### src/rtl/rs_enc_pkg.sv
// Package: Galois-field helpers for the parity encoder.
// Assumes field polynomials are given with the x^W term included
// and that the parity count stays below 64.
package rs_enc_pkg;

    // Multiply two field elements of width w modulo poly.
    function automatic int gf_mul(int a, int b, int w, int poly);
        int r;
        int x;
        r = 0;
        x = a;
        for (int k = 0; k < w; k++) begin
            if (((b >> k) & 1) != 0) r = r ^ x;
            x = x << 1;
            if (((x >> w) & 1) != 0) x = x ^ poly;
        end
        return r;
    endfunction

    // Coefficient idx of prod_{i<npar} (x + alpha^i), alpha = x.
    function automatic int gen_coef(int idx, int npar, int w, int poly);
        int g [0:63];
        int root;
        for (int j = 0; j < 64; j++) g[j] = 0;
        g[0] = 1;
        root = 1;
        for (int i = 0; i < npar; i++) begin
            for (int j = i + 1; j >= 1; j--) g[j] = g[j-1] ^ gf_mul(g[j], root, w, poly);
            g[0] = gf_mul(g[0], root, w, poly);
            root = gf_mul(root, 2, w, poly);
        end
        return g[idx];
    endfunction

endpackage

### src/rtl/rs_gf_cmul.sv
// Module: multiply a field element by a constant fixed at elaboration.
// Builds one column per input bit (COEF * alpha^i) and XORs the
// columns selected by the input bits. Purely combinational.
module rs_gf_cmul #(
    parameter int W    = 10,
    parameter int POLY = 'h409,
    parameter int COEF = 1
) (
    input  logic [W-1:0] a,
    output logic [W-1:0] p
);
    // XOR together the constant columns picked by the set bits of a.
    always_comb begin
        p = '0;
        for (int i = 0; i < W; i++) begin
            if (a[i]) p = p ^ W'(rs_enc_pkg::gf_mul(COEF, 1 << i, W, POLY));
        end
    end
endmodule

### src/rtl/rs_pos_tracker.sv
// Module: tracks the symbol position inside the current codeword.
// A transfer flagged as start forces position 0. The position wraps
// after N-1. It assumes the marker, when used, comes on the first symbol.
module rs_pos_tracker #(
    parameter int N = 544,
    parameter int K = 514,
    localparam int PW = $clog2(N)
) (
    input  logic clk,
    input  logic rst_n,
    input  logic adv,
    input  logic start,
    output logic in_parity,
    output logic at_last
);
    logic [PW-1:0] cnt_q;
    logic [PW-1:0] pos_eff;

    // Effective position of the symbol presented this cycle.
    always_comb begin
        pos_eff   = start ? '0 : cnt_q;
        in_parity = (pos_eff >= PW'(K));
        at_last   = (pos_eff == PW'(N - 1));
    end

    // Advance the position on each transfer, wrapping at codeword end.
    always_ff @(posedge clk) begin
        if (!rst_n)      cnt_q <= '0;
        else if (adv)    cnt_q <= at_last ? '0 : pos_eff + PW'(1);
    end

    assert_pos_bound_R4: assert property (@(posedge clk) disable iff (!rst_n)
        cnt_q < PW'(N));

    assert_pos_wrap_R4: assert property (@(posedge clk) disable iff (!rst_n)
        (adv && at_last) |=> (cnt_q == '0));
endmodule

### src/rtl/rs_parity_lfsr.sv
// Module: 30-stage (NPAR) parity shift register for the systematic encoder.
// In message phase it divides by the generator polynomial. In parity phase
// it shifts toward the top stage and fills zeros from below.
// A start marker makes the update begin from a cleared register.
module rs_parity_lfsr #(
    parameter int W    = 10,
    parameter int NPAR = 30,
    parameter int POLY = 'h409
) (
    input  logic         clk,
    input  logic         rst_n,
    input  logic         adv,
    input  logic         start,
    input  logic         shift_out,
    input  logic [W-1:0] din,
    output logic [W-1:0] top_sym
);
    logic [NPAR-1:0][W-1:0] par_q;
    logic [NPAR-1:0][W-1:0] base;
    logic [NPAR-1:0][W-1:0] nxt;
    logic [W-1:0]           fb;

    // Select the starting state and form the feedback symbol.
    always_comb begin
        base    = start ? '0 : par_q;
        fb      = din ^ base[NPAR-1];
        top_sym = base[NPAR-1];
    end

    // One stage per parity symbol with its generator coefficient.
    for (genvar j = 0; j < NPAR; j++) begin : g_stage
        localparam int GC = rs_enc_pkg::gen_coef(j, NPAR, W, POLY);
        logic [W-1:0] prod;
        rs_gf_cmul #(.W(W), .POLY(POLY), .COEF(GC)) u_mul (.a(fb), .p(prod));
        if (j == 0) begin : g_low
            assign nxt[j] = shift_out ? '0 : prod;
        end else begin : g_mid
            assign nxt[j] = shift_out ? base[j-1] : (base[j-1] ^ prod);
        end
    end

    // Load the next state on each transfer; clear on reset.
    always_ff @(posedge clk) begin
        if (!rst_n)   par_q <= '0;
        else if (adv) par_q <= nxt;
    end

    assert_stall_hold_R5: assert property (@(posedge clk) disable iff (!rst_n)
        !adv |=> $stable(par_q));
endmodule

### src/rtl/rs_parity_encoder.sv
// Module: top of the systematic RS(544,514) parity encoder, one symbol per cycle.
// Message symbols pass through. The zeroed parity slots are replaced by the
// register contents, highest degree first. Handshake and markers pass through
// without buffering. It assumes each codeword is N symbols long.
module rs_parity_encoder #(
    parameter int SYM_W     = 10,
    parameter int N_SYM     = 544,
    parameter int K_SYM     = 514,
    parameter int PRIM_POLY = 'h409,
    localparam int NPAR     = N_SYM - K_SYM
) (
    input  logic             clk,
    input  logic             rst_n,
    input  logic             in_valid,
    output logic             in_ready,
    input  logic [SYM_W-1:0] in_data,
    input  logic             in_sof,
    input  logic             in_eof,
    output logic             out_valid,
    input  logic             out_ready,
    output logic [SYM_W-1:0] out_data,
    output logic             out_sof,
    output logic             out_eof
);
    logic             xfer;
    logic             in_parity;
    logic             at_last;
    logic [SYM_W-1:0] par_sym;

    // Handshake and marker pass-through; transfer qualifier.
    always_comb begin
        xfer      = in_valid && out_ready;
        in_ready  = out_ready;
        out_valid = in_valid;
        out_sof   = in_sof;
        out_eof   = in_eof;
    end

    rs_pos_tracker #(.N(N_SYM), .K(K_SYM)) u_pos (
        .clk       (clk),
        .rst_n     (rst_n),
        .adv       (xfer),
        .start     (in_sof),
        .in_parity (in_parity),
        .at_last   (at_last)
    );

    rs_parity_lfsr #(.W(SYM_W), .NPAR(NPAR), .POLY(PRIM_POLY)) u_lfsr (
        .clk       (clk),
        .rst_n     (rst_n),
        .adv       (xfer),
        .start     (in_sof),
        .shift_out (in_parity),
        .din       (in_data),
        .top_sym   (par_sym)
    );

    // Choose message pass-through or parity symbol for the output.
    always_comb out_data = in_parity ? par_sym : in_data;

    assert_msg_pass_R1: assert property (@(posedge clk) disable iff (!rst_n)
        (in_valid && !in_parity) |-> (out_data == in_data));

    assert_drained_R2: assert property (@(posedge clk) disable iff (!rst_n)
        (xfer && at_last) |=> (u_lfsr.par_q == '0));
endmodule

### config.mk
export PLATFORM = sky130hd
export DESIGN_NAME = rs_parity_encoder
export DESIGN_NICKNAME = d
export VERILOG_FILES = /design/src/rtl/rs_enc_pkg.sv /design/src/rtl/rs_gf_cmul.sv /design/src/rtl/rs_pos_tracker.sv /design/src/rtl/rs_parity_lfsr.sv /design/src/rtl/rs_parity_encoder.sv
export SDC_FILE = /design/constraint.sdc
export NUM_CORES = 1
export LEC_CHECK = 0
export BUFFER_PORTS_ARGS = -buffer_cell sky130_fd_sc_hd__buf_2
export CORE_MARGIN = 3
export CORE_UTILIZATION = 65
export DETAILED_ROUTE_END_ITERATION = 12
export PLACE_DENSITY = 0.78
export SETUP_SLACK_MARGIN = 0.1
export SYNTH_ARGS = -nofsm -noshare
export SYNTH_HDL_FRONTEND = slang
export SYNTH_SLANG_ARGS = --single-unit
### constraint.sdc
create_clock -name clk -period 4.5 [get_ports clk]
set_clock_uncertainty 0.2 [all_clocks]
set_input_delay 0.45 -clock clk [delete_from_list [all_inputs] [get_ports clk]]
set_output_delay 0.45 -clock clk [all_outputs]
set_load 0.02 [all_outputs]
==> flow_metrics.env, run 1 <==
export IMPL_cp_required_ps=4750
export IMPL_rsz0062_at_grt="false"
export IMPL_max_stage_delay_ps=1000
export IMPL_grt_max_degree=182
export IMPL_multiInputGateArea_um2=14000
export IMPL_hold_class="in -> reg"
export IMPL_finalCritPeriodShare=0.824
export IMPL_drc=0
export IMPL_overflow=0
export IMPL_seq_area_um2=6210
export IMPL_netlist_area_um2=21200
export IMPL_synth_area_leaders="dfxtp_1 (29%), xnor2_1 (18%), xnor3_1 (8.8%)"
export IMPL_port_buffer_count=27
export IMPL_grt_use_total=0.362
export IMPL_ctsHoldBuffers=0
export IMPL_start_util=0.665
export IMPL_outcome="finished, final reports clean"
export IMPL_crit_slowest_cell="nor2_1"
export IMPL_fmax_mhz=270
export IMPL_via_per_inst=6.17
export IMPL_yosysSeqAreaShare=0.293
export IMPL_finalCriticalPeriod_ps=3710
export IMPL_path_clk_slew_ps=60
export IMPL_totalWireLength_um=64500
export IMPL_synth_area_leader_cell="dfxtp_1"
export IMPL_rows=65
export IMPL_synth_seq_cells=310
export IMPL_ant_nets=0
export IMPL_cts_made_buffers=35
export IMPL_p_leak_nw=8.90
export IMPL_synth_top_area_frac=0.293
export IMPL_worstMarginPinSlew_ps=1300
export IMPL_drv_cap=0
export IMPL_drt_iter0_drc=2716
export IMPL_crit_fanout=51
export IMPL_async_reset_ff_frac=0
export IMPL_path_buf_inv=2
export IMPL_timing_hold_ws_ps=32.9
export IMPL_fp_dieH_um=187
export IMPL_drt_pass1_iter_count=6
export IMPL_io_pins=30
export IMPL_core_um2=31900
export IMPL_drive_above_1_share=0.0907
export IMPL_crit_start="u_pos.cnt_q[6]$_SDFFE_PN0P_"
export IMPL_synth_edff_count=0
export IMPL_vias=17600
export IMPL_r2r_slack_ps=790
export IMPL_fin_area_um2=22800
export IMPL_start_kind="flip-flop"
export IMPL_yosys_most_used_dff="dfxtp_1"
export IMPL_synth_warning_count=0
export IMPL_cts_setup_buffers=0
export IMPL_synth_cells=2488
export IMPL_first_global_vias=16800
export IMPL_nFillCells=2460
export IMPL_clk_path_buf_depth=3
export IMPL_hold_start="rst_n"
export IMPL_fin_setup_tns_ps=0
export IMPL_h_tree_depth=2
export IMPL_ir_drop_mv=0.460
export IMPL_setup_viol=0
export IMPL_grt_pass1_wl_um=99300
export IMPL_power_density_nw_per_um2=548
export IMPL_gp_congestion=0.967
export IMPL_cts_sinks=310
export IMPL_syn_nets=2506
export IMPL_wire_per_inst_um=22.5
export IMPL_syn_area_per_cell_um2=8.52
export IMPL_slew_limit_headroom=0.132
export IMPL_crit_family="simple AND/OR/NAND/NOR gates"
export IMPL_r2r_start="u_pos.cnt_q[6]$_SDFFE_PN0P_"
export IMPL_hold_viol=0
export IMPL_arrival_ps=3950
export IMPL_postLayoutCoreUtil=0.715
export IMPL_endpoint_kind="flip-flop"
export IMPL_netlist_cell_type_count=56
export IMPL_cp_cell_sequence="nor4_1 > a311oi_4 > buf_12 > buf_12 > nor2_1 > a22oi_1 > nor2_1"
export IMPL_fp_dieW_um=187
export IMPL_setup_worst_path_class="reg -> reg"
export IMPL_dp_hpwl_um=41900
export IMPL_cts_resized=0
export IMPL_cts_root_buffer="clkbuf_16"
export IMPL_clk_latency_ps=530
export IMPL_antenna_found_initial=0
export IMPL_die_area_um2=34800
export IMPL_syn_to_final_growth_pct=7.51
export IMPL_finalMaxSlewViolations=0
export IMPL_nNetsFinal=2420
export IMPL_cts_tree="yes"
export IMPL_place_area_um2=21600
==> where the power goes <==
part	leakage (nW)	switching, mW	total (mW)	internal, mW
combinational	5.76	3.45	6.31	2.86
clock	0.578	1.20	2.94	1.74
sequential	2.56	0.207	3.25	3.04
==> worst register-to-register path, stage by stage, from the launching register on <==
cell and delay (ps):
dfxtp_1 360, nor4_1 740, a311oi_4 480, buf_12 310
buf_12 200, nor2_1 1010, a22oi_1 150, nor2_1 170
==> registers in the layout, indices dropped and copies added (netlist names) <==
signal and count:
u_lfsr.par_q 300, u_pos.cnt_q 10
==> final timing paths <==
path,end,cells after the start
setup reg to reg,u_lfsr.par_q[7]$_SDFFE_PN0P_,7
hold reg to reg,u_lfsr.par_q[177]$_SDFFE_PN0P_,2
setup / recovery,u_lfsr.par_q[7]$_SDFFE_PN0P_,7
hold / removal,u_lfsr.par_q[108]$_SDFFE_PN0P_,3
==> stage by stage <==
stage	power, mW	cells	worst slack, ps
floorplan	7.96	2488	329
global placement	9.31	2800	956
detailed placement	9.41	2800	830
CTS	12.4	2860	900
global route	13.0	2860	637
finish	12.5	2861	793
==> cells by family (layout without fill, tap and decap cells) <==
group	count (synthesis)	in the layout	synth area share
compound gates	412	412	0.133
xor+xnor	623	623	0.334
fa+ha+maj	2	2	0.00118
buf+inv	229	166	0.0483
flops	310	310	0.293
mux	2	2	0.00100
other cells	0	1	0
simple gates	910	910	0.189
==> synth_stat cells, drive strengths merged (4+ instances only) <==
cell type,instances
xnor2,452
nor2,375
a211oi,220
inv,5
a21oi,35
buf,58
nor2b,128
nand2b,6
nand2,325
a31oi,11
a22oi,15
a311oi,23
nor3b,10
or3,30
and3,11
xor2,83
xor3,4
clkbuf,166
a221oi,7
dfxtp,310
xnor3,84
nand3,7
nor3,5
o21ai,89
==> routing by layer <==
layer	vias to the layer above	GRT usage	part of all wire
met5	-	0	0
met3	263	0.0735	0.11
met2	980	0.540	0.43
met1	8345	0.499	0.40
met4	0	0.187	0.062
li1	8059	-	-
==> final cells by class <==
cell class,instances,share of cell area
Sequential cell,310,0.272
Clock inverter,13,0.00697
Clock buffer,47,0.0440
Inverter,5,0.00137
Timing Repair Buffer,101,0.0366
Antenna cell,1,0.000110
Multi-Input combinational cell,1949,0.615
Tap cell,435,0.0239
==> layout by cell type, fill, tap and decap left out, types with 63 or more instances in the layout <==
cell type  count
nand2_1      325
xnor3_1       83
buf_4         63
xnor2_1      425
nor2_1       362
o21ai_0       89
xor2_1        69
dfxtp_1      310
nor2b_1      127
a211oi_1     220
Power figures use the tool's default switching activity.
==> inputs of run 2 (changes only) <==
clock period = 3.7 ns   (was 4.5 ns; I/O delays follow)
==> run 2 against run 1 <==
Via count increased by 1.4%; die area is the same; combinational power is 23% higher; clock-buffer cell count up 3; largest power group unchanged; power rose by 21%; non-clock buffer count increased by 19; largest cell class unchanged.
==> flow_metrics.env, run 2 (synthesis results as in run 1) <==
export IMPL_finalCriticalPeriod_ps=3570
export IMPL_hold_class="in -> reg"
export IMPL_core_um2=31900
export IMPL_endpoint_kind="output port"
export IMPL_dp_cells=2819
export IMPL_rsz0062_at_grt="false"
export IMPL_port_buffer_count=27
export IMPL_hold_start="in_sof"
export IMPL_cts_sinks=310
export IMPL_overflow=0
export IMPL_die_area_um2=34800
export IMPL_grt_pass1_wl_um=101000
export IMPL_r2r_slack_ps=210
export IMPL_drive_above_1_share=0.100
export IMPL_max_stage_delay_ps=820
export IMPL_worstMarginPinSlew_ps=1210
export IMPL_clk_path_buf_depth=3
export IMPL_antenna_found_initial=0
export IMPL_antenna_cells=0
export IMPL_power_density_nw_per_um2=662
export IMPL_rows=65
export IMPL_totalWireLength_um=65900
export IMPL_outcome="finished, final reports clean"
export IMPL_gp_congestion=1.04
export IMPL_p_leak_nw=8.95
export IMPL_ant_nets=0
export IMPL_grt_max_degree=181
export IMPL_start_kind="flip-flop"
export IMPL_cts_setup_buffers=0
export IMPL_setup_worst_path_class="reg -> out"
export IMPL_crit_slowest_cell="nor4_1"
export IMPL_fin_setup_tns_ps=0
export IMPL_cts_made_buffers=36
export IMPL_fp_dieW_um=187
export IMPL_hold_viol=0
export IMPL_finalPower_mw=15.2
export IMPL_ctsHoldBuffers=0
export IMPL_crit_fanout=24
export IMPL_path_clk_slew_ps=60
export IMPL_drt_iter0_drc=1878
export IMPL_layout_commonest_cell="xnor2_1"
export IMPL_largest_register_ffs=300
export IMPL_pre_cts_ws_ps=313
export IMPL_cp_cell_sequence="nor4_1 > nand3_1 > nand3_4 > buf_12 > nand2_1 > nand2_2 > buf_2"
export IMPL_drv_cap=0
export IMPL_hold_depth=3
export IMPL_drt_pass1_iter_count=8
export IMPL_drc=0
export IMPL_largestRegisters="u_lfsr.par_q: 300 flops, u_pos.cnt_q: 10 flops"
export IMPL_worstRegToRegCells=7
export IMPL_dp_hpwl_um=43400
export IMPL_syn_to_final_growth_pct=8.13
export IMPL_cp_required_ps=3130
export IMPL_wire_per_inst_um=22.9
export IMPL_nNetsFinal=2440
export IMPL_cts_tree="yes"
export IMPL_rr_endpoint="u_lfsr.par_q[265]$_SDFFE_PN0P_"
export IMPL_r2r_start="u_lfsr.par_q[295]$_SDFFE_PN0P_"
export IMPL_instances_no_fill=2878
export IMPL_via_per_inst=6.22
export IMPL_first_global_vias=17100
export IMPL_cts_resized=0
export IMPL_io_pins=30
export IMPL_slew_limit_headroom=0.188
export IMPL_timing_hold_ws_ps=196
export IMPL_clk_latency_ps=540
export IMPL_grt_use_total=0.373
export IMPL_nFillCells=2468
export IMPL_crit_family="simple AND/OR/NAND/NOR gates"
export IMPL_largest_register="u_lfsr.par_q"
export IMPL_final_cell_mix="xnor2_1 (425), nor2_1 (362), nand2_1 (315)"
export IMPL_path_buf_inv=2
export IMPL_setup_slack_ps=128
export IMPL_vias=17900
export IMPL_ir_drop_mv=0.418
export IMPL_start_util=0.665
export IMPL_h_tree_depth=2
export IMPL_holdPathEnd="u_lfsr.par_q[240]$_SDFFE_PN0P_"
export IMPL_cts_root_buffer="clkbuf_16"
export IMPL_setup_viol=0
export IMPL_finalCritPeriodShare=0.965
export IMPL_finalMaxSlewViolations=0
export IMPL_fmax_mhz=280
export IMPL_fp_dieH_um=187
export IMPL_arrival_ps=3000
export IMPL_crit_start="u_pos.cnt_q[6]$_SDFFE_PN0P_"
run 2: area by class of cell:
cell class	instances	area [um2]	share of cell area
Multi-Input combinational cell	1949	14000	0.612
Tap cell	435	544	0.0237
Timing Repair Buffer	120	1000	0.0437
Inverter	5	31.3	0.00136
Sequential cell	310	6210	0.271
Clock inverter	9	90.1	0.00393
Clock buffer	50	1010	0.0442
run 2: where the power goes:
group	switching [mW]	internal [mW]
clock network	1.48	1.98
registers	0.247	3.70
logic	4.26	3.52
total	5.99	9.20
run 2: layer usage:
| layer | global-route usage | share of wire | vias to the layer above |
|---|---|---|---|
| met3 | 0.0896 | 0.11 | 291 |
| li1 | - | - | 8108 |
| met1 | 0.482 | 0.38 | 8456 |
| met4 | 0.213 | 0.070 | 0 |
| met5 | 0 | 0 | - |
| met2 | 0.575 | 0.43 | 1032 |
run 2: worst max-delay path by stage:
stage | cells after the start | slack [ps] | to
after floorplan | 17 | 110 | out_data[3]
after global placement | 8 | 390 | u_lfsr.par_q[285]$_SDFFE_PN0P_
after detailed placement | 7 | 310 | u_lfsr.par_q[56]$_SDFFE_PN0P_
after CTS | 7 | 150 | out_data[5]
after global routing | 7 | 120 | out_data[5]
final | 7 | 130 | out_data[5]
run 2: stage by stage:
step	instance area, um2	util
after CTS	22900	0.719
final	22900	0.719
after global routing	22900	0.719
after detailed placement	21800	0.684
after floorplan	21300	-
after global placement	21800	0.684
run 2: worst reg2reg max path, delay by kind of cell (launching register included):
kind | cells | cell delay [ps]
AO/OA/AOI/OAI | 1 | 230
XOR/XNOR | 4 | 1700
flip-flops | 1 | 840
AND/OR/NAND/NOR | 2 | 410
